[config.mk]
export PLATFORM = sky130hd
export DESIGN_NAME = eint_cascader
export DESIGN_NICKNAME = d
export VERILOG_FILES = /design/src/rtl/eint_pkg.sv /design/src/rtl/eint_sync_edge.sv /design/src/rtl/eint_regs.sv /design/src/rtl/eint_cascade.sv /design/src/rtl/eint_cascader.sv
export SDC_FILE = /design/constraint.sdc
export NUM_CORES = 1
export LEC_CHECK = 0
export BUFFER_PORTS_ARGS = -buffer_cell sky130_fd_sc_hd__buf_2
export CAP_MARGIN = 20
export CORE_MARGIN = 5
export CORE_UTILIZATION = 55
export DETAILED_ROUTE_END_ITERATION = 16
export GPL_TIMING_DRIVEN = 0
export PLACE_DENSITY = 0.81
export SLEW_MARGIN = 10
export SYNTH_ARGS = -nofsm -noshare
export SYNTH_HDL_FRONTEND = slang
export SYNTH_SLANG_ARGS = --single-unit
[constraint.sdc]
create_clock -name clk -period 3.7 [get_ports clk]
set_input_delay 0.37 -clock clk [delete_from_list [all_inputs] [get_ports clk]]
set_output_delay 0.37 -clock clk [all_outputs]
set_load 0.02 [all_outputs]
[src/rtl/eint_pkg.sv]
package eint_pkg;

    localparam int unsigned NSRC     = 24;
    localparam int unsigned NDIRECT  = 4;
    localparam int unsigned GRPA_TOP = 7;
    localparam int unsigned NOUT     = NDIRECT + 2;
    localparam int unsigned AW       = 8;
    localparam int unsigned DW       = 32;
    localparam int unsigned SYNC_STG = 2;

    localparam logic [AW-1:0] OFS_MASK = 8'hA4;
    localparam logic [AW-1:0] OFS_PEND = 8'hA8;

    typedef enum logic [1:0] {
        SEL_NONE = 2'd0,
        SEL_MASK = 2'd1,
        SEL_PEND = 2'd2
    } reg_sel_e;

    function automatic reg_sel_e decode_sel(input logic [AW-1:0] a);
        if (a == OFS_MASK)      return SEL_MASK;
        else if (a == OFS_PEND) return SEL_PEND;
        else                    return SEL_NONE;
    endfunction

endpackage

[src/rtl/eint_sync_edge.sv]
module eint_sync_edge #(
    parameter int unsigned N      = eint_pkg::NSRC,
    parameter int unsigned STAGES = eint_pkg::SYNC_STG
) (
    input  logic         clk,
    input  logic         rst,
    input  logic [N-1:0] src,
    output logic [N-1:0] rise
);
    logic [N-1:0] stg [STAGES];
    logic [N-1:0] prev;

    always_ff @(posedge clk) begin
        if (rst) stg[0] <= '0;
        else     stg[0] <= src;
    end

    for (genvar k = 1; k < STAGES; k++) begin : g_stage
        always_ff @(posedge clk) begin
            if (rst) stg[k] <= '0;
            else     stg[k] <= stg[k-1];
        end
    end

    always_ff @(posedge clk) begin
        if (rst) prev <= '0;
        else     prev <= stg[STAGES-1];
    end

    assign rise = stg[STAGES-1] & ~prev;

    // a detected rise lasts one cycle per source
    a_r1_single_pulse: assert property (@(posedge clk) disable iff (rst)
        1'b1 |=> ((rise & $past(rise)) == '0));

endmodule

[src/rtl/eint_regs.sv]
module eint_regs
    import eint_pkg::*;
#(
    parameter int unsigned N  = NSRC,
    parameter int unsigned ND = NDIRECT
) (
    input  logic          clk,
    input  logic          rst,
    input  logic [N-1:0]  rise,
    input  logic          wr_en,
    input  logic [AW-1:0] addr,
    input  logic [DW-1:0] wdata,
    output logic [N-1:0]  pend,
    output logic [N-1:0]  mask,
    output logic [DW-1:0] rdata
);
    localparam logic [N-1:0] LOCK     = {{(N-ND){1'b0}}, {ND{1'b1}}};
    localparam logic [N-1:0] MASK_RST = ~LOCK;

    reg_sel_e     sel;
    logic         clr_wr;
    logic         msk_wr;
    logic [N-1:0] clr_bits;

    assign sel      = decode_sel(addr);
    assign clr_wr   = wr_en && (sel == SEL_PEND);
    assign msk_wr   = wr_en && (sel == SEL_MASK);
    assign clr_bits = clr_wr ? wdata[N-1:0] : '0;

    always_ff @(posedge clk) begin
        if (rst) begin
            pend <= '0;
            mask <= MASK_RST;
        end else begin
            pend <= (pend & ~clr_bits) | rise;
            if (msk_wr) mask <= wdata[N-1:0] & ~LOCK;
        end
    end

    always_comb begin
        rdata = '0;
        case (sel)
            SEL_MASK: rdata[N-1:0] = mask;
            SEL_PEND: rdata[N-1:0] = pend;
            default:  rdata = '0;
        endcase
    end

    // with no event and no clear, pending holds
    a_r2_hold: assert property (@(posedge clk) disable iff (rst)
        (!clr_wr && rise == '0) |=> $stable(pend));

    // bits written as one without a new event end up cleared
    a_r3_w1c: assert property (@(posedge clk) disable iff (rst)
        clr_wr |=> ((pend & $past(wdata[N-1:0] & ~rise)) == '0));

    // an event always leaves its bit set
    a_r8_event_wins: assert property (@(posedge clk) disable iff (rst)
        1'b1 |=> ((~pend & $past(rise)) == '0));

    // low mask bits stay clear after a mask write
    a_r4_lock: assert property (@(posedge clk) disable iff (rst)
        msk_wr |=> (mask[ND-1:0] == '0));

endmodule

[src/rtl/eint_cascade.sv]
module eint_cascade
    import eint_pkg::*;
#(
    parameter int unsigned N   = NSRC,
    parameter int unsigned ND  = NDIRECT,
    parameter int unsigned GAT = GRPA_TOP,
    parameter int unsigned NO  = ND + 2
) (
    input  logic          clk,
    input  logic          rst,
    input  logic [N-1:0]  pend,
    input  logic [N-1:0]  mask,
    output logic [NO-1:0] irq
);
    logic [N-1:0]  eff;
    logic [NO-1:0] nxt;

    assign eff = pend & ~mask;

    for (genvar d = 0; d < ND; d++) begin : g_direct
        assign nxt[d] = eff[d];
    end
    assign nxt[ND]   = |eff[GAT:ND];
    assign nxt[ND+1] = |eff[N-1:GAT+1];

    always_ff @(posedge clk) begin
        if (rst) irq <= '0;
        else     irq <= nxt;
    end

    // direct lines track pending a cycle later whatever was written to mask
    a_r6_direct: assert property (@(posedge clk) disable iff (rst)
        1'b1 |=> (irq[ND-1:0] == $past(pend[ND-1:0])));

    // upper group line is quiet when none of its sources is pending
    a_r7_grp_quiet: assert property (@(posedge clk) disable iff (rst)
        (pend[N-1:GAT+1] == '0) |=> !irq[ND+1]);

endmodule

[src/rtl/eint_cascader.sv]
module eint_cascader
    import eint_pkg::*;
(
    input  logic            clk,
    input  logic            rst,
    input  logic [NSRC-1:0] src,
    input  logic            wr_en,
    input  logic [AW-1:0]   addr,
    input  logic [DW-1:0]   wdata,
    output logic [DW-1:0]   rdata,
    output logic [NOUT-1:0] irq
);
    logic [NSRC-1:0] rise;
    logic [NSRC-1:0] pend;
    logic [NSRC-1:0] mask;

    eint_sync_edge #(.N(NSRC), .STAGES(SYNC_STG)) u_sync (
        .clk (clk),
        .rst (rst),
        .src (src),
        .rise(rise)
    );

    eint_regs #(.N(NSRC), .ND(NDIRECT)) u_regs (
        .clk  (clk),
        .rst  (rst),
        .rise (rise),
        .wr_en(wr_en),
        .addr (addr),
        .wdata(wdata),
        .pend (pend),
        .mask (mask),
        .rdata(rdata)
    );

    eint_cascade #(.N(NSRC), .ND(NDIRECT), .GAT(GRPA_TOP), .NO(NOUT)) u_casc (
        .clk (clk),
        .rst (rst),
        .pend(pend),
        .mask(mask),
        .irq (irq)
    );

    // request lines are low in the cycle after reset
    a_r5_reset_quiet: assert property (@(posedge clk)
        $past(rst) |-> (irq == '0));

endmodule

# After elaboration in Yosys (flattened, before gate mapping)
# Memories as Yosys holds them, arrays and structs flattened.
# Index checks and enable logic that the tools add are counted.
[op_classes]
eq_ne = 4
bitwise_logic = 9
reduce_logical = 4
mux = 9
[ops]
columns = ["op", "n"]
rows = [
  ["$and 24x24->24", 3],
  ["$mux 24", 3],
  ["$not 24->24", 3],
  ["$pmux 24 s2", 1],
  ["$or 24x24->24", 1],
  ["$eq 8x8->1 const B", 2],
  ["$reduce_or 16->1", 1],
  ["$mux 2", 2],
  ["$reduce_or 4->1", 1],
  ["$mux 1", 3],
  ["$eq 2x1->1 const B", 1],
  ["$eq 2x2->1 const B", 1],
  ["$logic_and 1x1->1", 2],
  ["$or 1x1->1", 2],
]
[word_totals]
mem_count = 1
out_inout_bits = 38
ram_bits = 48
inputBits = 67
elab_cells = 31
regBits = 74
[mem_list]
columns = ["name", "depth", "word_bits", "rd", "rd_ports_with_merged_regs", "wr", "line", "source"]
rows = [
  ["u_sync.stg", 2, 24, 2, 0, 2, "eint_sync_edge.sv:10", "logic [N-1:0] stg [STAGES];"],
]

# Depth between registers and ports, before layout
[logic_depth]
word_depth = 9
ltp_mapped = 6
mapped_depth_nobuf = 4

# Hierarchy
# From an unflattened synthesis, not the netlist that was laid out.
[unflattened]
cells_unflattened = 478
area_unflattened_um2 = 4615.7
[by_module_without_submodules]
columns = ["mod", "seq_area_each_um2", "instances", "area_per_inst_um2", "cells_each"]
rows = [
  ["eint_regs", 880.8, 1, 2169.6, 260],
  ["eint_sync_edge", 1441.4, 1, 2132.0, 176],
  ["eint_cascade", 120.1, 1, 314.1, 42],
]

# Worst setup path before layout
# OpenSTA, ideal clock, no wires.
[synth_path]
path_type = "input port to output port"
start = "input addr[4]"
end = "output rdata[11]"
cell_stages = 6
required_ns = 3.330
arrival_time_ns = 1.510
path_slack_ns = 1.820
n_path_buf = 2
cell_sequence = "nand4bb_4 nor4_4 buf_4 buf_4 nand2_1 o21ai_0"
[synth_between]
elab_chain_len = 5
elab_cells_between_ends = 7
cone_classes = "eq/ne: 4; mux: 3"
[synth_rtl]
columns = ["item", "line", "source"]
rows = [
  ["from (decl)", "eint_cascader.sv:8", "input logic [AW-1:0] addr,"],
  ["$eq 8x8->1", "eint_pkg.sv:22", "else if (a == OFS_PEND) return SEL_PEND;"],
  ["$mux 2", "eint_pkg.sv:22", ""],
  ["$mux 2 (*)", "eint_pkg.sv:21", "if (a == OFS_MASK) return SEL_MASK;"],
  ["$eq 2x2->1 / $eq 2x1->1 (equally long branches)", "eint_regs.sv:42", "case (sel)"],
  ["$pmux 24 s2 (*)", "eint_regs.sv:42", ""],
  ["to (decl)", "eint_cascader.sv:10", "output logic [DW-1:0] rdata,"],
]
# Mark *: on every way between the ends. The rest lies on a longest branch, timed or not.

# Worst setup path after layout
[layout_path]
start = "input addr[4]"
end = "output rdata[17]"
# The elaborated chain is that of the path after synthesis.

==> results.txt <==
Tmin final = 2.307 ns
Ys async rst share = 0%
R2R setup slack = 2.59 ns
Antenna Cells = 0
Seq/Total Area, Yosys = 55.88%
CP Launch Type = input pin
CTS hold repair buffers = 0
Synth Cell Area = 4370 um^2
Clk_lat worst skew = 0.50 ns
Vias in the first global route = 3441
Top post-synthesis cells by count = dfxtp_1 (122), nor2b_1 (76), nand2_1 (31)
Drt wl/cell = 15.12 um
Unique masters post-synth = 31
Drt initial violations = 236
Total power = 0.003156 W
Cell count of the worst hold path = 2
Leak pwr = 2.459 nW
Global-route wire length before repair = 16090 um
Synth top area share = 55.88%
DIE WIDTH = 99.14 um
Hold Crit Class = input pin to flip-flop
Synth warnings = 0
Max FO, Critical Path = 10
Layout Area Growth over Synthesis = 27.05%
Critical setup path kind = input pin to output port
Max-Cap Viols = 0
Core ar. = 7727 um^2
Largest net degree at the start of global routing = 17
TritonCTS clock tree = built
Seq cells post-synth = 122
Clk buf depth = 2
Initial Util = 56.56%
Main synth FF type = dfxtp_1
# resized after CTS = 0
Setup TNS = 0 ns
Hold WS = 0.07225 ns
Die area = 9829 um^2
# Post-CTS Setup Buffers = 0
Status = finished clean
Max VDD drop = 0.3662 mV
Total clock sinks = 122
CTS H-tree lvls = 4
Most common cell in the synthesized netlist = dfxtp_1
Port bufs = 86
Number of fill cells = 595
Critical path origin = addr[4]
Nets@finish = 622
Synthesized instance count = 443
ANT nets after route = 0
Post-synth EDFFs = 0
Clk_skew = 0.003645 ns
Grt total ovfl = 0
Gr usage total = 20.96%
DR vias = 3445
Syn Area/Cell = 9.866 um^2
Kind of end point of the critical path = output port
Pre-antenna DRT Iters = 5
Share of cells above drive strength 1 = 24.47%
Final Cycle Share = 62.36%
Root buffer cell = clkbuf_8
WP data arrival = 1.94 ns
Site row count = 32
Finished Cell Area = 5553 um^2
Total wire length = 10130 um
Setup Viol. Count Final = 0
Max Fclk = 0.4334 GHz
Largest cells by area after synthesis = dfxtp_1 (56%), nor2b_1 (11%), a211o_1 (4.0%), and3_1 (3.4%), o21ai_0 (3.4%)
Gpl congestion = 0.9004
DRC = 0
Post-synth top area cell = dfxtp_1
Worst-Margin Slew = 0.5520 ns
I/O pins = 105
Hold Path Sink = u_sync.stg[0][19]
Placed cell areas = 4955 um^2
Final HPWL DP = 7156 um
Req. time, crit path = 3.33 ns
Power per Cell Area = 568.4 nW/um^2
Die H = 99.14 um
Initial antenna violation count = 0
Worst slew margin = 63.20%
RSZ-0062 raised after global routing = no
Worst R2R Path Depth = 4
Worst-path clk slew = 0.05 ns
R2r endpoint = u_casc.irq[5]
Slew Limit Fails = 0
Worst hold path startpoint = src[19]
Reg2Reg Launch Point = u_regs.mask[18]
Clock buffer count from CTS = 17
Final Hold Vio Count = 0
Vias/cell = 5.142
==> logic make-up (layout without fill, tap and decap cells) <==
kind of cell | after synthesis | after routing | synth area share, %
DFF | 122 | 122 | 55.88
buffers and inverters | 58 | 176 | 6.413
and+or+nand+nor | 168 | 168 | 23.42
AOI/OAI and AO/OA | 94 | 94 | 14.20
other | 1 | 8 | 0.08580
==> registers in the layout, summed over array words and instances, names as in the netlist <==
register / cells
u_casc.irq: 6
u_sync.stg: 48
u_regs.pend: 24
u_sync.prev: 24
u_regs.mask: 20
==> cell usage in the layout, fill, tap and decap left out, types with 5 or more instances in the layout <==
cell type,instances
dfxtp_1,122
buf_2,88
nor2b_1,76
nand2_1,31
o21ai_0,30
and3_1,24
nand2b_1,23
inv_1,22
clkbuf_1,20
a211o_1,20
a21oi_1,20
clkbuf_16,16
a22o_1,13
buf_4,10
conb_1,8
o22ai_1,5
==> where the power goes <==
| part | leakage, nW | internal (W) | switching, W |
|---|---|---|---|
| sequential | 1.00 | 0.00136 | 0.0000175 |
| combinational | 1.16 | 0.0000689 | 0.0000840 |
| clock | 0.296 | 0.00105 | 0.000577 |
==> layer usage <==
layer	up-vias	part of all wire [%]	global-route usage [%]
li1	1701	-	-
met1	1548	39	23.91
met2	165	50	36.93
met3	31	8.7	5.680
met4	0	2.3	8.718
met5	-	0	0
==> worst max-delay path, stage by stage <==
cell and delay, ns:
buf_2 0.11, nand4bb_4 0.23, nor4_4 0.34, buf_4 0.28, buf_4 0.21, nand2_1 0.06, o21ai_0 0.11, buf_2 0.22
==> cell type report <==
| class | count | area (um^2) | share of cell area [%] |
|---|---|---|---|
| clock buffer | 18 | 427.9 | 7.706 |
| buffer | 36 | 197.7 | 3.560 |
| sequential | 122 | 2442 | 43.98 |
| clock inverter | 14 | 170.2 | 3.064 |
| inverter | 22 | 82.58 | 1.487 |
| tap | 102 | 127.6 | 2.298 |
| timing repair buffer | 86 | 430.4 | 7.751 |
| multi-input combinational | 270 | 1674 | 30.15 |
==> per-stage QoR <==
| step | worst slack [ns] | std cells | utilization (%) |
|---|---|---|---|
| after detailed placement | 1.445 | 638 | 64.12 |
| after CTS | 1.413 | 670 | 71.86 |
| after floorplan | 1.820 | 450 | - |
| after global placement | 1.481 | 638 | 64.12 |
| final | 1.393 | 670 | 71.86 |
| after global routing | 1.298 | 670 | 71.86 |
==> worst max-delay path by stage <==
| stage | to | slack (ns) | cells past startpoint |
|---|---|---|---|
| 2_1_floorplan | rdata[11] | 1.82 | 6 |
| 3_3_place_gp | rdata[20] | 1.48 | 8 |
| 3_5_place_dp | rdata[13] | 1.44 | 8 |
| 4_1_cts | rdata[13] | 1.41 | 8 |
| 5_1_grt | rdata[20] | 1.30 | 8 |
| 6_report | rdata[17] | 1.39 | 8 |
No activity file was read; power rests on OpenSTA's default activity.
